## config.mk

```make
export PLATFORM = sky130hd
export DESIGN_NAME = rtc_trim_alarm
export DESIGN_NICKNAME = d
export VERILOG_FILES = /design/src/rtl/rtc_pkg.sv /design/src/rtl/rtc_prescaler.sv /design/src/rtl/rtc_seconds.sv /design/src/rtl/rtc_status.sv /design/src/rtl/rtc_trim_alarm.sv
export SDC_FILE = /design/constraint.sdc
export NUM_CORES = 1
export LEC_CHECK = 0
export BUFFER_PORTS_ARGS = -buffer_cell sky130_fd_sc_hd__buf_2
export CAP_MARGIN = 40
export CORE_MARGIN = 10
export CORE_UTILIZATION = 55
export CTS_CLUSTER_DIAMETER = 100
export DETAILED_ROUTE_END_ITERATION = 12
export GPL_TIMING_DRIVEN = 0
export PLACE_DENSITY = 0.74
export SLEW_MARGIN = 20
export SYNTH_ARGS = -nofsm -noshare
export SYNTH_HDL_FRONTEND = slang
export SYNTH_SLANG_ARGS = --single-unit
export TNS_END_PERCENT = 100
```

## constraint.sdc

```tcl
create_clock -name clk -period 6.7 [get_ports clk]
set_clock_uncertainty 0.2 [all_clocks]
set_input_delay 2.01 -clock clk [delete_from_list [all_inputs] [get_ports clk]]
set_output_delay 2.01 -clock clk [all_outputs]
set_load 0.03 [all_outputs]
```

## src/rtl/rtc_pkg.sv

```systemverilog
package rtc_pkg;
  localparam int DATA_W = 32;
  localparam int SEL_W  = 2;
  localparam int NUM_EV = 2;

  typedef enum logic [SEL_W-1:0] {
    SEL_COUNT  = 2'd0,
    SEL_ALARM  = 2'd1,
    SEL_STATUS = 2'd2,
    SEL_PRESC  = 2'd3
  } reg_sel_e;

  // event index: flag bit within status; enable sits NUM_EV higher
  localparam int EV_ALARM = 0;
  localparam int EV_SEC   = 1;
endpackage

```

## src/rtl/rtc_prescaler.sv

```systemverilog
module rtc_prescaler #(
  parameter int CFG_W      = 32,
  parameter int DIV_W      = 16,
  parameter int DEF_DIV    = 32767,
  parameter int TRIM_SEC_W = 10
) (
  input  logic             clk,
  input  logic             rst_n,
  input  logic             strobe_i,
  input  logic             cfg_wr_i,
  input  logic [CFG_W-1:0] cfg_wdata_i,
  output logic [CFG_W-1:0] cfg_o,
  output logic             sec_tick_o
);
  localparam int TRIM_W = CFG_W - DIV_W;
  localparam int LIM_W  = ((DIV_W > TRIM_W) ? DIV_W : TRIM_W) + 1;

  logic [CFG_W-1:0]      cfg_q;
  logic [LIM_W-1:0]      cnt_q;
  logic [TRIM_SEC_W-1:0] sec_seq_q;
  logic [DIV_W-1:0]      eff_div;
  logic [TRIM_W-1:0]     trim_val;
  logic                  trim_now;
  logic [LIM_W-1:0]      limit;

  always_comb begin
    eff_div  = (cfg_q == '0) ? DIV_W'(DEF_DIV) : cfg_q[DIV_W-1:0];
    trim_val = cfg_q[CFG_W-1:DIV_W];
    trim_now = &sec_seq_q;
    limit    = LIM_W'(eff_div) + (trim_now ? LIM_W'(trim_val) : '0);
  end

  assign sec_tick_o = strobe_i && !cfg_wr_i && (cnt_q >= limit);
  assign cfg_o      = cfg_q;

  always_ff @(posedge clk or negedge rst_n) begin
    if (!rst_n) begin
      cfg_q     <= '0;
      cnt_q     <= '0;
      sec_seq_q <= '0;
    end else if (cfg_wr_i) begin
      cfg_q     <= cfg_wdata_i;
      cnt_q     <= '0;
      sec_seq_q <= '0;
    end else if (strobe_i) begin
      if (cnt_q >= limit) begin
        cnt_q     <= '0;
        sec_seq_q <= sec_seq_q + 1'b1;
      end else begin
        cnt_q <= cnt_q + 1'b1;
      end
    end
  end

  assert_cnt_in_range_R3: assert property (@(posedge clk) disable iff (!rst_n)
    cnt_q <= limit);

  assert_wrap_after_tick_R3: assert property (@(posedge clk) disable iff (!rst_n)
    sec_tick_o |=> (cnt_q == '0));
endmodule

```

## src/rtl/rtc_seconds.sv

```systemverilog
module rtc_seconds #(
  parameter int W = 32
) (
  input  logic         clk,
  input  logic         rst_n,
  input  logic         tick_i,
  input  logic         cnt_wr_i,
  input  logic         alm_wr_i,
  input  logic [W-1:0] wdata_i,
  output logic [W-1:0] count_o,
  output logic [W-1:0] alarm_o,
  output logic         alarm_hit_o
);
  logic [W-1:0] count_q, alarm_q, count_nx;

  assign count_nx    = count_q + 1'b1;
  assign alarm_hit_o = tick_i && !cnt_wr_i && (count_nx == alarm_q);
  assign count_o     = count_q;
  assign alarm_o     = alarm_q;

  always_ff @(posedge clk or negedge rst_n) begin
    if (!rst_n) begin
      count_q <= '0;
      alarm_q <= '0;
    end else begin
      if (cnt_wr_i)    count_q <= wdata_i;
      else if (tick_i) count_q <= count_nx;
      if (alm_wr_i)    alarm_q <= wdata_i;
    end
  end

  assert_advance_R5: assert property (@(posedge clk) disable iff (!rst_n)
    (tick_i && !cnt_wr_i) |=> (count_q == $past(count_q) + 1'b1));

  assert_load_R5: assert property (@(posedge clk) disable iff (!rst_n)
    cnt_wr_i |=> (count_q == $past(wdata_i)));

  assert_match_R7: assert property (@(posedge clk) disable iff (!rst_n)
    (alarm_hit_o && !alm_wr_i) |=> (count_q == alarm_q));
endmodule

```

## src/rtl/rtc_status.sv

```systemverilog
module rtc_status #(
  parameter int NUM_EV = 2
) (
  input  logic                clk,
  input  logic                rst_n,
  input  logic                wr_i,
  input  logic [2*NUM_EV-1:0] wdata_i,
  input  logic [NUM_EV-1:0]   set_i,
  output logic [2*NUM_EV-1:0] status_o,
  output logic [NUM_EV-1:0]   irq_o
);
  logic [NUM_EV-1:0] pend_q, en_q;

  for (genvar g = 0; g < NUM_EV; g++) begin : g_ev
    always_ff @(posedge clk or negedge rst_n) begin
      if (!rst_n) begin
        pend_q[g] <= 1'b0;
        en_q[g]   <= 1'b0;
      end else begin
        if (set_i[g])                  pend_q[g] <= 1'b1;
        else if (wr_i && wdata_i[g])   pend_q[g] <= 1'b0;
        if (wr_i)                      en_q[g]   <= wdata_i[NUM_EV+g];
      end
    end

    assign irq_o[g] = pend_q[g] & en_q[g];

    assert_set_wins_R9: assert property (@(posedge clk) disable iff (!rst_n)
      set_i[g] |=> pend_q[g]);

    assert_w1c_R8: assert property (@(posedge clk) disable iff (!rst_n)
      (wr_i && wdata_i[g] && !set_i[g]) |=> !pend_q[g]);

    assert_w0_keeps_R8: assert property (@(posedge clk) disable iff (!rst_n)
      (wr_i && !wdata_i[g] && pend_q[g]) |=> pend_q[g]);
  end

  assign status_o = {en_q, pend_q};
endmodule

```

## src/rtl/rtc_trim_alarm.sv

```systemverilog
module rtc_trim_alarm (
  input  logic        clk,
  input  logic        rst_n,
  input  logic        ref_strobe_i,
  input  logic [1:0]  bus_addr_i,
  input  logic        bus_we_i,
  input  logic [31:0] bus_wdata_i,
  output logic [31:0] bus_rdata_o,
  output logic        irq_sec_o,
  output logic        irq_alarm_o
);
  import rtc_pkg::*;

  localparam int ST_W = 2 * NUM_EV;

  reg_sel_e          sel;
  logic              wr_count, wr_alarm, wr_status, wr_presc;
  logic              sec_tick, alarm_hit;
  logic [DATA_W-1:0] count, alarm, presc_cfg;
  logic [ST_W-1:0]   status;
  logic [NUM_EV-1:0] ev_set, irq;

  assign sel       = reg_sel_e'(bus_addr_i);
  assign wr_count  = bus_we_i && (sel == SEL_COUNT);
  assign wr_alarm  = bus_we_i && (sel == SEL_ALARM);
  assign wr_status = bus_we_i && (sel == SEL_STATUS);
  assign wr_presc  = bus_we_i && (sel == SEL_PRESC);

  rtc_prescaler #(
    .CFG_W(DATA_W), .DIV_W(16), .DEF_DIV(32767), .TRIM_SEC_W(10)
  ) u_presc (
    .clk(clk), .rst_n(rst_n), .strobe_i(ref_strobe_i),
    .cfg_wr_i(wr_presc), .cfg_wdata_i(bus_wdata_i),
    .cfg_o(presc_cfg), .sec_tick_o(sec_tick)
  );

  rtc_seconds #(.W(DATA_W)) u_secs (
    .clk(clk), .rst_n(rst_n), .tick_i(sec_tick),
    .cnt_wr_i(wr_count), .alm_wr_i(wr_alarm), .wdata_i(bus_wdata_i),
    .count_o(count), .alarm_o(alarm), .alarm_hit_o(alarm_hit)
  );

  always_comb begin
    ev_set           = '0;
    ev_set[EV_ALARM] = alarm_hit;
    ev_set[EV_SEC]   = sec_tick;
  end

  rtc_status #(.NUM_EV(NUM_EV)) u_stat (
    .clk(clk), .rst_n(rst_n), .wr_i(wr_status),
    .wdata_i(bus_wdata_i[ST_W-1:0]), .set_i(ev_set),
    .status_o(status), .irq_o(irq)
  );

  assign irq_alarm_o = irq[EV_ALARM];
  assign irq_sec_o   = irq[EV_SEC];

  always_comb begin
    unique case (sel)
      SEL_COUNT:  bus_rdata_o = count;
      SEL_ALARM:  bus_rdata_o = alarm;
      SEL_STATUS: bus_rdata_o = DATA_W'(status);
      default:    bus_rdata_o = presc_cfg;
    endcase
  end

  assert_irq_needs_flag_R10: assert property (@(posedge clk) disable iff (!rst_n)
    (irq_sec_o || irq_alarm_o) |-> (status[1:0] != 2'b00));
endmodule

```

==> results_dict.tcl <==
set metrics [dict create \
    powerDensity_mw_per_mm2 264 \
    grt_pass1_vias 7494 \
    r2r_end "u_secs.count_o[0]$_DFFE_PN0P_" \
    drive_gt1_share_pct 20.8 \
    drv_cap 0 \
    synth_top_family_by_area "simple AND/OR/NAND/NOR gates" \
    synth.avg_cell_area_um2 9.11 \
    synthToLayoutAreaGrowth_pct 13.1 \
    rsz0062_at_grt "no" \
    ant_nets 0 \
    status "completed" \
    power_frac_clock_pct 31.7 \
    clock-sinks 127 \
    comb_power_share_pct 30.3 \
    synth_area_leaders "dfrtp_1 36%, mux2_2 7.7%, xnor2_1 7.6%, nand2_1 5.8%, ha_1 5.1%" \
    die_w_um 147 \
    crit_fanout 10 \
    p_int_mw 1.74 \
    drc 0 \
    synth_compound_area_share_pct 12.2 \
    die_y_um 147 \
    crit_top_cell "clkbuf_1" \
    fin_ws_ns 0.363 \
    yosysSeqAreaShare_pct 35.6 \
    synth_simple_gate_area_share_pct 23.4 \
    wl_um 25200 \
    die_area_mm2 0.0217 \
    slew_headroom_pct 47.2 \
    p_switching_uw 927 \
    vias 7761 \
    critPathSlowestCell "clkbuf_1" \
    cts.path.max_buffers 2 \
    ir_drop_mv 0.190 \
    dpl_cell_area_mm2 0.00957 \
    report.final.slew_viol_count 0 \
    finalCriticalPeriod_ns 6.34 \
    dr.first_iter.drc_count 689 \
    row_count 46 \
    hold_depth 2 \
    diodes 0 \
    synth_cells 979 \
    start_kind "input port" \
    antenna_found_initial 0 \
    swShare_pct 34.8 \
    crit_required_ns 4.49 \
    final_area_mm2 0.0101 \
    synth_nets 1054 \
    dp_hpwl_um 18600 \
    grt_pass1_wl_um 40400 \
    ctsResizeCount 0 \
    yosys_warnings 0 \
    port_buffers 69 \
    place_ws_ns 0.414 \
    synth_edf_count 0 \
    initial_core_util_pct 56.1 \
    post_cts_buffers 0 \
    synthFlopType "dfrtp_1" \
    synth_area_mm2 0.00892 \
    synthMuxAreaShare_pct 9.05 \
    root_buffer "clkbuf_16" \
    io_pins 72 \
    hold_class "reg2reg" \
    gp_congestion 0.962 \
    r2r_cells 25 \
    wl_per_cell_um 19.5 \
    p_seq_share_pct 38.0 \
    clkLatencyLatePin_ns 0.42 \
    routed_via_density 6.00 \
    critPathArrivalTime_ns 4.13 \
    min_period_over_period_pct 94.6 \
    endpoint_kind "primary output" \
    critPathMaxStageDelay_ns 0.54 \
    cts_tree "done" \
    ys_types 70 \
    path_clk_slew_ns 0.05 \
    netlist.area_leader.share_pct 35.6 \
    htree_levels 4 \
    core_area_mm2 0.0159 \
    setup_viol 0 \
    ys_seq_elements 127 \
    synth_top_area_cell "dfrtp_1" \
    cp.buffers_inverters 5 \
    reg2reg_slack_ns 0.57 \
    timing.fmax_mhz 158 \
    synthAdderAreaFrac_pct 5.27 \
    min_from "u_stat.status_o[2]$_DFFE_PN0P_" \
    dr.pass1.iters 5 \
    grt_remaining_overflow 0 \
    crit_family "buffers and inverters" \
    cts_made_buffers 17 \
    worst_pin_slew_ns 0.792 \
    holdBufCountCts 0 \
    criticalPathCategory "in2out" \
    nets 1143 \
    hold_violations 0 \
    async_reset_ff_share_pct 100 \
    min_to "u_stat.status_o[2]$_DFFE_PN0P_" \
    fin_cells 1293 \
    crit_chain "buf_2, clkbuf_1, nor2_1, clkbuf_1, clkbuf_1, a22o_1, buf_2" \
    synthXorXnorAreaFrac_pct 10.3 \
    grt_usage_pct 23.1 \
    setup-tns-final_ns 0 \
    reg2reg_from "u_presc.sec_seq_q[2]$_DFFE_PN0P_" \
    grt_max_degree 89 \
    p_leak_nw 4.56 \
    dp.cells 1265 \
]
-- flip-flops by register name, summed over array words and instances (netlist names) --
register,flops
u_presc.cfg_o,32
u_presc.cnt_q,17
u_presc.sec_seq_q,10
u_secs.alarm_o,32
u_secs.count_o,32
u_stat.status_o,4
-- power by group through the flow --
stage          sequential (mW)  clock [mW]  combinational (mW)
2_1_floorplan            0.971           0               0.621
5_1_grt                   1.02       0.882               0.882
3_3_place_gp              1.02           0               0.784
3_5_place_dp              1.02           0               0.799
4_1_cts                   1.01       0.857               0.805
6_report                  1.01       0.846               0.807
-- tightest hold or removal path, stage by stage, from the launching register on --
cell and delay (ns):
dfrtp_1 0.35, nand2_1 0.05, nand2_1 0.05
-- final cells by class --
type,count,area (um^2)
Inverter,16,60.1
Timing Repair Buffer,70,383
Buffer,61,309
Tap cell,216,270
Clock inverter,8,70.1
Sequential cell,127,3180
Multi-Input combinational cell,775,5370
Fill cell,1386,5800
Clock buffer,20,447
-- cell usage in the layout, fill, tap and decap left out, types with 17 or more instances in the layout --
cell type / n
and2_1: 20
nor3_1: 25
a22o_1: 30
nand3_1: 25
nor2_1: 72
nor4_1: 28
nand4_1: 20
mux2_2: 61
clkbuf_1: 37
buf_2: 77
xnor2_1: 77
clkbuf_16: 17
or2_2: 19
a21oi_1: 60
ha_1: 36
nand2_1: 137
xor2_1: 28
dfrtp_1: 127
-- cell usage after synthesis (5+ instances only) --
master	count
nor4_1	28
a21oi_1	60
buf_1	7
nor3b_1	6
nor2b_1	5
nand4_1	20
a22o_1	30
xnor2_1	77
buf_2	9
nor3_1	25
nand2_1	137
dfrtp_1	127
and3_1	16
clkbuf_1	35
or2_2	19
nand2b_1	6
o22ai_1	9
o21ai_0	7
inv_1	15
nor2_1	72
nand3_1	25
and2_1	20
a21o_1	16
ha_1	36
xor2_1	28
mux2_2	61
o31ai_1	5
-- worst max-delay path by stage --
stage,endpoint,from,slack [ns],cells past startpoint
after floorplan,bus_rdata_o[17],bus_addr_i[1],1.17,4
after global placement,bus_rdata_o[19],bus_addr_i[0],0.43,7
after detailed placement,bus_rdata_o[19],bus_addr_i[0],0.41,7
after CTS,bus_rdata_o[19],bus_addr_i[0],0.41,7
after global routing,u_secs.count_o[0]$_DFFE_PN0P_,u_presc.sec_seq_q[2]$_DFFE_PN0P_,0.06,25
final,bus_rdata_o[30],bus_addr_i[0],0.36,7
-- cell families after synthesis --
kind of cell | after synthesis
multiplexers | 68
flip-flops | 127
AO/OA/AOI/OAI | 160
XOR/XNOR | 105
adder cells (fa/ha/maj) | 37
AND/OR/NAND/NOR | 405
buffers and inverters | 77
-- per-layer routing --
| layer | global-route usage [%] | routed length [um] |
|---|---|---|
| met1 | 30.5 | 11200 |
| met2 | 36.1 | 11500 |
| met3 | 6.85 | 2080 |
| met4 | 6.10 | 447 |
| met5 | 0 | 0 |
-- through the flow --
step	util, %	hold WS [ns]	total power [mW]
2_1_floorplan	-	0.252	1.59
3_3_place_gp	60.0	0.273	1.80
3_5_place_dp	60.3	0.288	1.82
4_1_cts	63.5	0.300	2.67
5_1_grt	63.5	0.335	2.79
6_report	63.5	0.294	2.67
(Power assumes the default switching activity.)
